===== src/rtl/bos_pkg.sv =====
package bos_pkg;

    typedef enum logic [1:0] {
        ST_IDLE,
        ST_CRIT,
        ST_REST,
        ST_ASC
    } seq_state_t;

    typedef enum logic [2:0] {
        CMD_HOLD,
        CMD_LOAD_FETCH,
        CMD_LOAD_WRITE,
        CMD_WORD_STEP,
        CMD_LINE_STEP
    } cur_cmd_t;

endpackage


===== src/rtl/bos_ctrl.sv =====
module bos_ctrl
    import bos_pkg::*;
(
    input  logic       clk,
    input  logic       rst_n,
    input  logic       start_i,
    input  logic       fetch_i,
    input  logic       ready_i,
    input  logic       wrap_done_i,
    input  logic       line_end_i,
    input  logic       block_end_i,
    output cur_cmd_t   cmd_o,
    output logic       valid_o
);

    seq_state_t state_q;
    seq_state_t state_d;
    logic       adv;

    assign adv = (state_q != ST_IDLE) && ready_i;

    always_ff @(posedge clk) begin
        if (!rst_n) begin
            state_q <= ST_IDLE;
        end else begin
            state_q <= state_d;
        end
    end

    always_comb begin
        state_d = state_q;
        unique case (state_q)
            ST_IDLE: begin
                if (start_i) begin
                    state_d = fetch_i ? ST_CRIT : ST_ASC;
                end
            end
            ST_CRIT: begin
                if (adv && wrap_done_i) begin
                    state_d = ST_REST;
                end
            end
            ST_REST, ST_ASC: begin
                if (adv && block_end_i) begin
                    state_d = ST_IDLE;
                end
            end
        endcase
    end

    always_comb begin
        cmd_o   = CMD_HOLD;
        valid_o = 1'b0;
        unique case (state_q)
            ST_IDLE: begin
                if (start_i) begin
                    cmd_o = fetch_i ? CMD_LOAD_FETCH : CMD_LOAD_WRITE;
                end
            end
            ST_CRIT: begin
                valid_o = 1'b1;
                if (adv) begin
                    cmd_o = wrap_done_i ? CMD_LINE_STEP : CMD_WORD_STEP;
                end
            end
            ST_REST, ST_ASC: begin
                valid_o = 1'b1;
                if (adv && !block_end_i) begin
                    cmd_o = line_end_i ? CMD_LINE_STEP : CMD_WORD_STEP;
                end
            end
        endcase
    end

    // a start seen while busy must not reload the cursor
    assert_busy_no_load_R8: assert property (@(posedge clk) disable iff (!rst_n)
        valid_o |-> (cmd_o != CMD_LOAD_FETCH && cmd_o != CMD_LOAD_WRITE));

endmodule


===== src/rtl/bos_cursor.sv =====
module bos_cursor
    import bos_pkg::*;
#(
    parameter int WORDS      = 32,
    parameter int LINE_WORDS = 4,
    localparam int IDX_W     = $clog2(WORDS),
    localparam int LW_W      = $clog2(LINE_WORDS),
    localparam int LN_W      = IDX_W - LW_W
)(
    input  logic             clk,
    input  logic             rst_n,
    input  cur_cmd_t         cmd_i,
    input  logic [IDX_W-1:0] crit_i,
    output logic [IDX_W-1:0] idx_o,
    output logic             first_o,
    output logic             last_o,
    output logic             wrap_done_o,
    output logic             line_end_o,
    output logic             block_end_o
);

    logic [LN_W-1:0]  line_q;
    logic [LW_W-1:0]  word_q;
    logic [LW_W-1:0]  crit_word_q;
    logic [IDX_W-1:0] cnt_q;
    logic [LW_W-1:0]  word_inc;

    assign word_inc = word_q + LW_W'(1);

    always_ff @(posedge clk) begin
        if (!rst_n) begin
            line_q      <= '0;
            word_q      <= '0;
            crit_word_q <= '0;
            cnt_q       <= '0;
        end else begin
            unique case (cmd_i)
                CMD_HOLD: begin
                end
                CMD_LOAD_FETCH: begin
                    line_q      <= crit_i[IDX_W-1:LW_W];
                    word_q      <= crit_i[LW_W-1:0];
                    crit_word_q <= crit_i[LW_W-1:0];
                    cnt_q       <= '0;
                end
                CMD_LOAD_WRITE: begin
                    line_q      <= '0;
                    word_q      <= '0;
                    crit_word_q <= '0;
                    cnt_q       <= '0;
                end
                CMD_WORD_STEP: begin
                    word_q <= word_inc;
                    cnt_q  <= cnt_q + IDX_W'(1);
                end
                CMD_LINE_STEP: begin
                    line_q <= line_q + LN_W'(1);
                    word_q <= '0;
                    cnt_q  <= cnt_q + IDX_W'(1);
                end
                default: begin
                end
            endcase
        end
    end

    assign idx_o       = {line_q, word_q};
    assign first_o     = (cnt_q == '0);
    assign block_end_o = &cnt_q;
    assign last_o      = block_end_o;
    assign line_end_o  = &word_q;
    assign wrap_done_o = (word_inc == crit_word_q);

    // the transfer count never steps past the final transfer
    assert_no_overrun_R6: assert property (@(posedge clk) disable iff (!rst_n)
        block_end_o |-> (cmd_i != CMD_WORD_STEP && cmd_i != CMD_LINE_STEP));

    // a line step always lands on offset zero of the next line
    assert_line_step_R4: assert property (@(posedge clk) disable iff (!rst_n)
        (cmd_i == CMD_LINE_STEP) |=> (word_q == '0 && line_q == $past(line_q) + LN_W'(1)));

endmodule


===== src/rtl/burst_order_seq.sv =====
module burst_order_seq
    import bos_pkg::*;
#(
    parameter int BLOCK_BYTES = 256,
    parameter int WORD_BYTES  = 8,
    parameter int LINE_BYTES  = 32,
    localparam int WORDS      = BLOCK_BYTES / WORD_BYTES,
    localparam int LINE_WORDS = LINE_BYTES / WORD_BYTES,
    localparam int IDX_W      = $clog2(WORDS)
)(
    input  logic             clk,
    input  logic             rst_n,
    input  logic             start_i,
    input  logic             fetch_i,
    input  logic [IDX_W-1:0] crit_i,
    input  logic             ready_i,
    output logic             valid_o,
    output logic [IDX_W-1:0] idx_o,
    output logic             first_o,
    output logic             last_o
);

    cur_cmd_t cmd;
    logic     wrap_done;
    logic     line_end;
    logic     block_end;

    bos_ctrl u_ctrl (
        .clk         (clk),
        .rst_n       (rst_n),
        .start_i     (start_i),
        .fetch_i     (fetch_i),
        .ready_i     (ready_i),
        .wrap_done_i (wrap_done),
        .line_end_i  (line_end),
        .block_end_i (block_end),
        .cmd_o       (cmd),
        .valid_o     (valid_o)
    );

    bos_cursor #(
        .WORDS      (WORDS),
        .LINE_WORDS (LINE_WORDS)
    ) u_cursor (
        .clk         (clk),
        .rst_n       (rst_n),
        .cmd_i       (cmd),
        .crit_i      (crit_i),
        .idx_o       (idx_o),
        .first_o     (first_o),
        .last_o      (last_o),
        .wrap_done_o (wrap_done),
        .line_end_o  (line_end),
        .block_end_o (block_end)
    );

    assert_idle_stays_R1: assert property (@(posedge clk) disable iff (!rst_n)
        (!valid_o && !start_i) |=> !valid_o);

    assert_fetch_head_R2: assert property (@(posedge clk) disable iff (!rst_n)
        (!valid_o && start_i && fetch_i) |=> (valid_o && first_o && idx_o == $past(crit_i)));

    assert_write_head_R5: assert property (@(posedge clk) disable iff (!rst_n)
        (!valid_o && start_i && !fetch_i) |=> (valid_o && first_o && idx_o == '0));

    assert_hold_R7: assert property (@(posedge clk) disable iff (!rst_n)
        (valid_o && !ready_i) |=> (valid_o && $stable(idx_o) && $stable(first_o) && $stable(last_o)));

    assert_mid_step_R6: assert property (@(posedge clk) disable iff (!rst_n)
        (valid_o && ready_i && !last_o) |=> (valid_o && !first_o));

    assert_drop_after_last_R9: assert property (@(posedge clk) disable iff (!rst_n)
        (valid_o && ready_i && last_o) |=> !valid_o);

endmodule


===== config.mk =====
export PLATFORM = sky130hd
export DESIGN_NAME = burst_order_seq
export DESIGN_NICKNAME = d
export VERILOG_FILES = /design/src/rtl/bos_pkg.sv /design/src/rtl/bos_ctrl.sv /design/src/rtl/bos_cursor.sv /design/src/rtl/burst_order_seq.sv
export SDC_FILE = /design/constraint.sdc
export NUM_CORES = 1
export LEC_CHECK = 0
export BUFFER_PORTS_ARGS = -buffer_cell sky130_fd_sc_hd__buf_4
export CORE_UTILIZATION = 38
export DETAILED_ROUTE_END_ITERATION = 10
export GPL_TIMING_DRIVEN = 0
export PLACE_DENSITY = 0.56
export SLEW_MARGIN = 20
export SYNTH_ARGS = -nofsm -noshare
export SYNTH_HDL_FRONTEND = slang
export SYNTH_SLANG_ARGS = --single-unit

===== constraint.sdc =====
create_clock -name clk -period 4.35 [get_ports clk]
set_input_delay 0.2175 -clock clk [delete_from_list [all_inputs] [get_ports clk]]
set_output_delay 0.2175 -clock clk [all_outputs]
set_load 0.03 [all_outputs]

## Word-level counts from Yosys, hierarchy flattened

Index checks and enable logic that the tools add are counted.

- $add $sub $neg: 3
- Eq/ne operators: 11
- Mux-type cells: 17
- Reductions and logical operators: 20

Operator list:

| cell | count |
|---|---|
| one-hot mux 3 bit (3 select lines) | 2 |
| two-way mux 3 bit | 5 |
| one-hot mux 2 bit (3 select lines) | 2 |
| two-way mux 2 bit | 5 |
| one-hot mux 5 bit (2 select lines) | 1 |
| OR reduction 2 bit | 4 |
| equality test 3 x 2 -> 1 bit, second input constant | 2 |
| nonzero test 2 bit | 3 |
| nonzero test 3 bit | 2 |
| adder 5 x 1 -> 5 bit, second input constant | 1 |
| logical NOT 5 bit | 1 |
| AND reduction 5 bit | 1 |
| equality test 2 bit, second input constant | 2 |
| logical AND 1 bit | 4 |
| inequality test 2 x 1 -> 1 bit, second input constant | 2 |
| one-hot mux 2 bit (2 select lines) | 1 |
| adder 3 x 1 -> 3 bit, second input constant | 1 |
| equality test 3 x 1 -> 1 bit, second input constant | 1 |
| equality test 3 bit, second input constant | 1 |
| AND reduction 3 bit | 1 |
| OR reduction 3 bit | 1 |
| adder 2 x 1 -> 2 bit, second input constant | 1 |
| equality test 2 x 1 -> 1 bit, second input constant | 1 |
| equality test 2 bit | 1 |
| other kinds (5) | 5 |

- Register bits after elaboration: 14
- Input port bits: 10
- Output and inout port bits: 8

## Logic depth before layout (Yosys ltp)

Gate-level depths: netlist (run 1).

- Depth in word-level cells: 8
- Depth in mapped cells: 7

## Hierarchy

From an unflattened synthesis (run 1), not the netlist that was laid out.

- Cells, all modules: 127
- Area, all modules: 1043.5 sq um

By module, submodules not included:

| module | times used | cells each | area each (sq um) | seq. area each (sq um) |
|---|---|---|---|---|
| bos_cursor | 1 | 102 | 859.6 | 240.2 |
| bos_ctrl | 1 | 25 | 183.9 | 40.0 |

## Worst setup path before layout (run 1)

OpenSTA, ideal clock, no wires.

- Path kind: register -> register
- Start: register u_cursor.cnt_q[0]
- End: register u_cursor.cnt_q[3]
- Setup time: 0.070 ns
- Arrival time: 1.881 ns
- Required time: 4.280 ns
- Slack: 2.399 ns
- Cell stages (with the launch flop): 8
- Cells stage by stage: dfxtp_1 -> ha_1 -> and3_1 -> ha_1 -> a21boi_2 -> nand2_2 -> or3_1 -> a21oi_1

- Word-level cells in the longest chain between the ends: 8
- Elaborated cells between the ends (all ways): 14
- Classes of those cells: add/sub (1); eq/ne (4); mux (3); reduce/logical (6)

Ends and longest elaborated chain:

| item | RTL line | source |
|---|---|---|
| start: declaration | bos_cursor.sv:25 | `logic [IDX_W-1:0] cnt_q;` |
| start signal: assignment | bos_cursor.sv:54 | `cnt_q <= cnt_q + IDX_W'(1);` |
| start signal: assignment | bos_cursor.sv:59 | `cnt_q <= cnt_q + IDX_W'(1);` |
| AND reduction 5 bit * | bos_cursor.sv:69 | `assign block_end_o = &cnt_q;` |
| net last_o | burst_order_seq.sv:20 | `output logic last_o` |
| logical NOT 1 bit * | bos_ctrl.sv:68 | `if (adv && !block_end_i) begin` |
| logical AND 1 bit * | bos_ctrl.sv:68 |  |
| two-way mux 3 bit * | bos_ctrl.sv:68 |  |
| one-hot mux 3 bit (3 select lines) * | bos_ctrl.sv:54 | `unique case (state_q)` |
| equality test 3 x 2 -> 1 bit (tied with other cells) | bos_cursor.sv:37 | `unique case (cmd_i)` |
| OR reduction 2 bit (no line) | - |  |
| one-hot mux 5 bit (2 select lines) or nonzero test 2 bit (tied branches) | - |  |

The timed path passes the listed nets; every way through them passes the cells marked *.
A chain may end at the register's enable or synchronous reset.

## Final worst setup path (run 1)

- Start: register u_cursor.cnt_q[0]
- End: register u_cursor.cnt_q[3]

- Word-level cells in the longest chain between the ends: 8
- Elaborated cells between the ends (all ways): 14
- Classes of those cells: add/sub (1); eq/ne (4); mux (3); reduce/logical (6)

Ends and longest elaborated chain:

| item | RTL line |
|---|---|
| AND reduction 5 bit | bos_cursor.sv:69 |
| logical NOT 1 bit | bos_ctrl.sv:68 |
| logical AND 1 bit | bos_ctrl.sv:68 |
| two-way mux 3 bit | bos_ctrl.sv:68 |
| one-hot mux 3 bit (3 select lines) | bos_ctrl.sv:54 |
| equality test 3 x 2 -> 1 bit (tied with other cells) | bos_cursor.sv:37 |
| OR reduction 2 bit (no line) | - |
| one-hot mux 5 bit (2 select lines) or nonzero test 2 bit (tied branches) | - |

Parallel ways exist; a longest one is shown, timed or not.

==> impl_metrics.yaml, run 1 <==
status:
  status: "finished clean"
floorplan:
  rows: 16
  core_area_sq_um: 2000
  dieArea_sq_um: 2370
  die_h_um: 48.7
  start_util_pct: 41.4
  fp.dieW_um: 48.7
  ioPinCount: 18
critical_path:
  cp_common_cell: "ha_1"
  reg2reg_to: "u_cursor.cnt_q[3]$_SDFFE_PN0P_"
  worstRegToRegCells: 7
  crit_chain: "ha_1 -> and3_1 -> ha_1 -> a21boi_2 -> nand2_2 -> or3_1 -> a21oi_1"
  critPathKind: "reg2reg"
  r2r-start: "u_cursor.cnt_q[0]$_SDFFE_PN0P_"
  critPathMaxStageDelay_ns: 0.35
  critical-path-top-delay-family: "simple AND/OR/NAND/NOR gates"
  critPathBufInv: 0
  r2r_slack_ns: 2.33
  cp-end-kind: "register"
  crit_fanout: 6
  crit_path_top_delay_cell: "dfxtp_1"
  worst_ep_required_time_ns: 4.56
  cp.arrival_ns: 2.22
  worst_setup_path_start_kind: "register"
sta:
  finalSetupTns_ns: 0
  relSlewSlack_pct: 68.3
  slew_viol_final: 0
  setup_viol_count_final: 0
  final_hold_viol_count: 0
  final.min_clock_period_ns: 2.02
  rsz0062_at_grt: "false"
  min_period_over_period_pct: 46.3
  fmax_mhz: 496
  finalClockSkew_ns: 0.00211
  worst_pin_slew_ns: 0.474
placement:
  postPlaceCellArea_sq_um: 983
  gp_congestion: 0.847
  numPortBuffers: 16
  place_hpwl_um: 1440
logic_synthesis:
  async_flop_share_pct: 0
  synth_nets: 114
  yosysTopAreaCellShare_pct: 33.8
  ys_seq_area_share_pct: 33.8
  yosys.area.top_type: "dfxtp_1"
  synth_ff_type: "dfxtp_1"
  ys_ff_latch: 14
  yosysWarnings: 0
  syn_area_sq_um: 830
  synth.area.top_cells: "dfxtp_1 34%, a21oi_1 7.8%, ha_1 7.5%, nand3_1 5.4%, nand2_1 3.2%"
  synth_cells: 99
  netlist-cell-type-count: 40
  synth_commonest_cells: "14 x dfxtp_1, 13 x a21oi_1, 9 x nand3_1, 7 x nand2_1"
  yosysMostFrequentCell: "dfxtp_1"
  synth_area_per_cell_sq_um: 8.38
  synth_enable_flop_cells: 0
pwr:
  ir_drop_uv: 160
  p_per_area_nw_per_um2: 299
  total_leakage_power_nw: 0.412
route:
  drc_errors: 0
  viasPerCell: 5.61
  vias: 814
  met2_length_um: 818
  wl_um: 1900
  top_layer: "met4"
  wl_per_cell_um: 13.1
  dr.pass1.iters: 4
  ant_nets: 0
  drtIter0Drc: 19
  wl_met3_um: 109
  wl_met1_um: 945
global_route:
  grt_pass1_wl_um: 3090
  grt_max_degree: 11
  grt_pass1_vias: 717
  grt_usage_pct: 16.6
  antenna_found_initial: 0
  grt-ovfl-total: 0
final_layout:
  areaGrowthSynthToFinish_pct: 21.3
  drive_gt1_share_pct: 22.9
  final_area_sq_um: 1010
  final_nets: 135
  fillCellCount: 209
  utilization_pct: 50.2
  n_antenna_cell: 0
clock_network:
  cts_sinks: 14
  clkTransAtPathRegs_ns: 0.08
  cts_resized: 0
  htree_levels: 1
  clock-root-buffer: "clkbuf_4"
  worstSkewPairLatency_ns: 0.27
  cts_tree: "yes"
  cts_buffer_depth: 2
  cts_hold_buf: 0
  postCtsSetupBuffers: 0
  cts_made_buffers: 3
hold_path:
  hold_path_class: "in2reg"
  min_from: "rst_n"
  min_to: "u_cursor.line_q[2]$_SDFFE_PN0P_"
  whs_path_depth: 2
job:
  drv_cap: 0
[metal layers]
layer,up-vias,GRT usage (%)
met5,-,0
li1,405,-
met4,0,8.82
met2,29,22.7
met1,376,24.4
met3,4,2.83
[worst max-delay path by stage]
stage	endpoint	cells after the start	startpoint
floorplan	u_cursor.cnt_q[3]$_SDFFE_PN0P_	7	u_cursor.cnt_q[0]$_SDFFE_PN0P_
global placement	u_cursor.cnt_q[3]$_SDFFE_PN0P_	7	u_cursor.cnt_q[0]$_SDFFE_PN0P_
detailed placement	u_cursor.cnt_q[3]$_SDFFE_PN0P_	7	u_cursor.cnt_q[0]$_SDFFE_PN0P_
CTS	u_cursor.cnt_q[3]$_SDFFE_PN0P_	7	u_cursor.cnt_q[0]$_SDFFE_PN0P_
global route	u_cursor.cnt_q[3]$_SDFFE_PN0P_	7	u_cursor.cnt_q[0]$_SDFFE_PN0P_
finish	u_cursor.cnt_q[3]$_SDFFE_PN0P_	7	u_cursor.cnt_q[0]$_SDFFE_PN0P_
[report_power, final]
group          total (mW)  switching [mW]  leakage (nW)  internal [mW]
Sequential          0.144         0.00856         0.114          0.136
Clock              0.0719          0.0399        0.0138         0.0320
Combinational      0.0852          0.0509         0.284         0.0343
[metrics by stage]
step                hold WS, ns  power [mW]  setup WS, ns  instances
floorplan                 0.334       0.204          2.40         99
global placement          0.447       0.232          2.38        142
CTS                       0.164       0.304          2.34        145
finish                    0.166       0.301          2.33        145
global route              0.180       0.319          2.26        145
detailed placement        0.449       0.233          2.37        142
[logic make-up after synthesis]
kind of cell    Yosys count  share of synthesized area [%]
xor+xnor                  2                           2.11
flops                    14                           33.8
mux                       1                           1.21
fa+ha+maj                 5                           7.54
compound gates           31                           23.8
buf+inv                   9                           5.43
simple gates             37                           26.1
[cells in the final DEF, fill, tap and decap left out, types with 2 or more instances in the layout]
| master | instances |
|---|---|
| a21oi_1 | 13 |
| a31oi_1 | 4 |
| and3_1 | 3 |
| buf_4 | 17 |
| clkbuf_4 | 3 |
| dfxtp_1 | 14 |
| ha_1 | 5 |
| inv_1 | 5 |
| nand2_1 | 7 |
| nand3_1 | 9 |
| nand4_1 | 2 |
| nor2b_1 | 4 |
| nor3b_1 | 2 |
| o21ai_0 | 2 |
| o21ai_1 | 2 |
[final cells by class]
type	instances	area [sq um]	share of cell area, %
timing repair buffer	16	120	11.9
tap	27	33.8	3.36
multi-input combinational	76	504	50.1
inverter	6	22.5	2.24
clock buffer	3	22.5	2.24
sequential	14	280	27.9
buffer	3	22.5	2.24
[registers in the layout (all words and copies together), names as in the netlist]
signal,count
u_cursor.cnt_q,5
u_cursor.line_q,3
u_ctrl.state_q,2
u_cursor.crit_word_q,2
u_cursor.word_q,2
[worst reg2reg max path, cell delays in order, from the launching register on]
cell and delay (ns):
dfxtp_1 0.35, ha_1 0.24, and3_1 0.19, ha_1 0.29, a21boi_2 0.28, nand2_2 0.12, or3_1 0.35, a21oi_1 0.13
No activity file was read; power rests on OpenSTA's default activity.
==> run 2: changes to the inputs <==
ABC_AREA = 1   (was not set)
PLACE_DENSITY = 0.58   (was 0.56)
clock period = 1.6 ns   (was 4.35 ns; I/O delays follow)
==> run 2 against run 1 <==
Against the previous run: the flow now finishes with violations (negative setup slack); clock power rose to 3.8 times the previous value; non-clock buffer count grew 4; synthesized area is 2.4% higher; first-iteration DRC count decreased by 37%; setup slack worse by 2.4 ns.
==> impl_metrics.yaml, run 2 <==
status:
  status: "finished with violations"
  violations: "negative setup slack"
route:
  wl_per_cell_um: 12.2
  wl_um: 2140
  vias: 881
  viasPerCell: 5.03
  drc_errors: 0
  drtIter0Drc: 12
  ant_nets: 0
  dr.pass1.iters: 4
hold_path:
  hold_path_class: "in2reg"
critical_path:
  worstRegToRegCells: 9
  cp_num_cells: 9
  r2r-start: "u_cursor.cnt_q[0]$_SDFFE_PN0P_"
  cp_common_cell: "ha_4"
  worst_setup_path_start_kind: "register"
  critical-path-top-delay-family: "compound AO/OA/AOI/OAI gates"
  critPathMaxStageDelay_ns: 0.37
  critPathKind: "reg2reg"
  crit_path_top_delay_cell: "dfxtp_4"
  r2r_slack_ns: -0.02
  crit_chain: "ha_4 -> nand2_4 -> nor2_4 -> ha_4 -> inv_4 -> nand3_2 -> o21ai_4 -> a21boi_0 -> a21oi_2"
  critPathBufInv: 1
  worst_ep_required_time_ns: 1.82
  reg2reg_to: "u_cursor.word_q[0]$_SDFFE_PN0P_"
  cp-endpoint: "u_cursor.word_q[0]$_SDFFE_PN0P_"
  cp-startpoint: "u_cursor.cnt_q[0]$_SDFFE_PN0P_"
  crit_fanout: 7
  cp-end-kind: "register"
  cp.arrival_ns: 1.84
final_layout:
  mostFrequentLayoutCells: "22 x buf_4, 21 x nand2_1, 15 x inv_1, 15 x nand3_1, 10 x dfxtp_1"
  largest_reg_flops: 5
  mostFrequentLayoutCell: "buf_4"
  n_antenna_cell: 0
  final_nets: 164
  drive_gt1_share_pct: 36.5
  areaGrowthSynthToFinish_pct: 41.8
  top_register: "u_cursor.cnt_q"
  utilization_pct: 59.6
  fillCellCount: 193
  register_area_sq_um: 293
  reg_top3: "u_cursor.cnt_q: 5 flops, u_cursor.line_q: 3 flops"
  multiInputGateArea_sq_um: 592
placement:
  place_hpwl_um: 1450
  gp_congestion: 0.784
  numPortBuffers: 17
  place_worst_setup_slack_ns: -0.163
floorplan:
  ioPinCount: 18
  rows: 16
  dieArea_sq_um: 2430
  fp.dieW_um: 49.3
  die_h_um: 49.3
  core_area_sq_um: 2020
  start_util_pct: 42.0
clock_network:
  cts_made_buffers: 3
  clock-root-buffer: "clkbuf_4"
  cts_hold_buf: 0
  worstSkewPairLatency_ns: 0.29
  htree_levels: 1
  cts_buffer_depth: 2
  clkTransAtPathRegs_ns: 0.10
  cts_tree: "yes"
  cts_sinks: 14
global_route:
  grt_max_degree: 11
  grt_usage_pct: 19.0
  grt_pass1_vias: 802
  antenna_found_initial: 0
  grt-ovfl-total: 0
  grt_pass1_wl_um: 3480
sta:
  fmax_mhz: 617
  relSlewSlack_pct: 77.2
  finalClockSkew_ns: 0.00539
  worst_pin_slew_ns: 0.340
  setup_viol_count_final: 1
  final.min_clock_period_ns: 1.62
  final_hold_viol_count: 0
  setup_ws_ns: -0.0218
  min_period_over_period_pct: 101
  slew_viol_final: 0
  rsz0062_at_grt: "true"
logic_synthesis:
  synth_nets: 137
  yosysMostFrequentCell: "nand2_1"
  yosys.area.top_type: "dfxtp_1"
  synthSimpleGateAreaFrac_pct: 30.0
  synth_enable_flop_cells: 0
  synthMuxAreaShare_pct: 0
  synth_commonest_cells: "22 x nand2_1, 18 x nand3_1, 16 x inv_1, 14 x dfxtp_1, 11 x a21oi_1"
  yosysTopAreaCellShare_pct: 33.0
  synthXorXnorAreaFrac_pct: 4.12
  syn_area_sq_um: 850
  synth_ff_type: "dfxtp_1"
  synth_top_family_by_area: "simple AND/OR/NAND/NOR gates"
  synth_area_per_cell_sq_um: 6.96
  ys_seq_area_share_pct: 33.0
  async_flop_share_pct: 0
  synth_cells: 122
  netlist-cell-type-count: 24
  synth-compound-area-share_pct: 15.8
  yosysWarnings: 0
  synth.area.top_cells: "dfxtp_1 33%, nand3_1 11%, nand2_1 9.7%, ha_1 7.4%, inv_1 7.1%"
  synth_adder_area_share_pct: 7.36
  ys_ff_latch: 14
pwr:
  p_per_area_nw_per_um2: 831
  total_leakage_power_nw: 0.552
  ir_drop_uv: 527
job:
  drv_cap: 0
[run 2: routing by layer]
metal / up-vias / share of wire [%] / GRT usage (%)
met5: - / 0 / 0
met4: 0 / 0.70 / 4.41
met3: 2 / 4.8 / 5.61
met2: 22 / 50 / 33.6
met1: 396 / 45 / 22.2
li1: 461 / - / -
[run 2: worst min path at each step]
stage | start | end | slack, ns | depth (start not counted)
floorplan | rst_n | u_cursor.word_q[1]$_SDFFE_PN0P_ | 0.18 | 2
global placement | rst_n | u_cursor.word_q[1]$_SDFFE_PN0P_ | 0.31 | 3
detailed placement | rst_n | u_cursor.word_q[1]$_SDFFE_PN0P_ | 0.31 | 3
CTS | rst_n | u_cursor.word_q[1]$_SDFFE_PN0P_ | 0.009 | 3
global route | rst_n | u_cursor.word_q[1]$_SDFFE_PN0P_ | 0.01 | 3
finish | rst_n | u_cursor.word_q[1]$_SDFFE_PN0P_ | 0.01 | 3
[run 2: per-stage QoR]
stage          instances  cell area, sq um  power (mW)  TNS [ns]  hold WS [ns]
2_1_floorplan        122               905       0.620         0         0.178
3_3_place_gp         166              1070       0.708    -0.823         0.307
3_5_place_dp         166              1070       0.711     -1.18         0.314
4_1_cts              174              1160       0.991         0       0.00924
5_1_grt              175              1200        1.07    -0.770        0.0126
6_report             175              1200        1.00   -0.0218       0.00979
[run 2: timing repair]
item                                    4_1_cts  5_1_grt
pin swaps                                     4        8
gates cloned                                  0        1
endpoints found under the setup margin       10       10
setup buffers                                 4        0
gates resized for setup                       8       15
[run 2: area by class of cell]
cell class              count  area share (%)
flip-flops and latches     14            24.3
well taps                  27            2.80
repair buffers             22            13.7
inverters                  19            6.13
clock buffers               4            3.01
plain buffers               1           0.935
multi-input cells          88            49.1
[run 2: cells by family (layout without fill, tap and decap cells)]
group / after synthesis / count (layout)
flip-flops: 14 / 14
AND/OR/NAND/NOR: 54 / 54
XOR/XNOR: 4 / 4
buffers and inverters: 20 / 46
adder cells (fa/ha/maj): 5 / 5
AO/OA/AOI/OAI: 25 / 25
[run 2: worst min-delay path: stages]
cell and delay (ns):
buf_4 0.11, nand2_1 0.05, inv_1 0.04
[run 2: where the power goes]
part / switching [mW] / internal [mW] / total (mW)
sequential: 0.0332 / 0.375 / 0.408
clock: 0.133 / 0.139 / 0.272
combinational: 0.195 / 0.127 / 0.321
total: 0.361 / 0.640 / 1.00
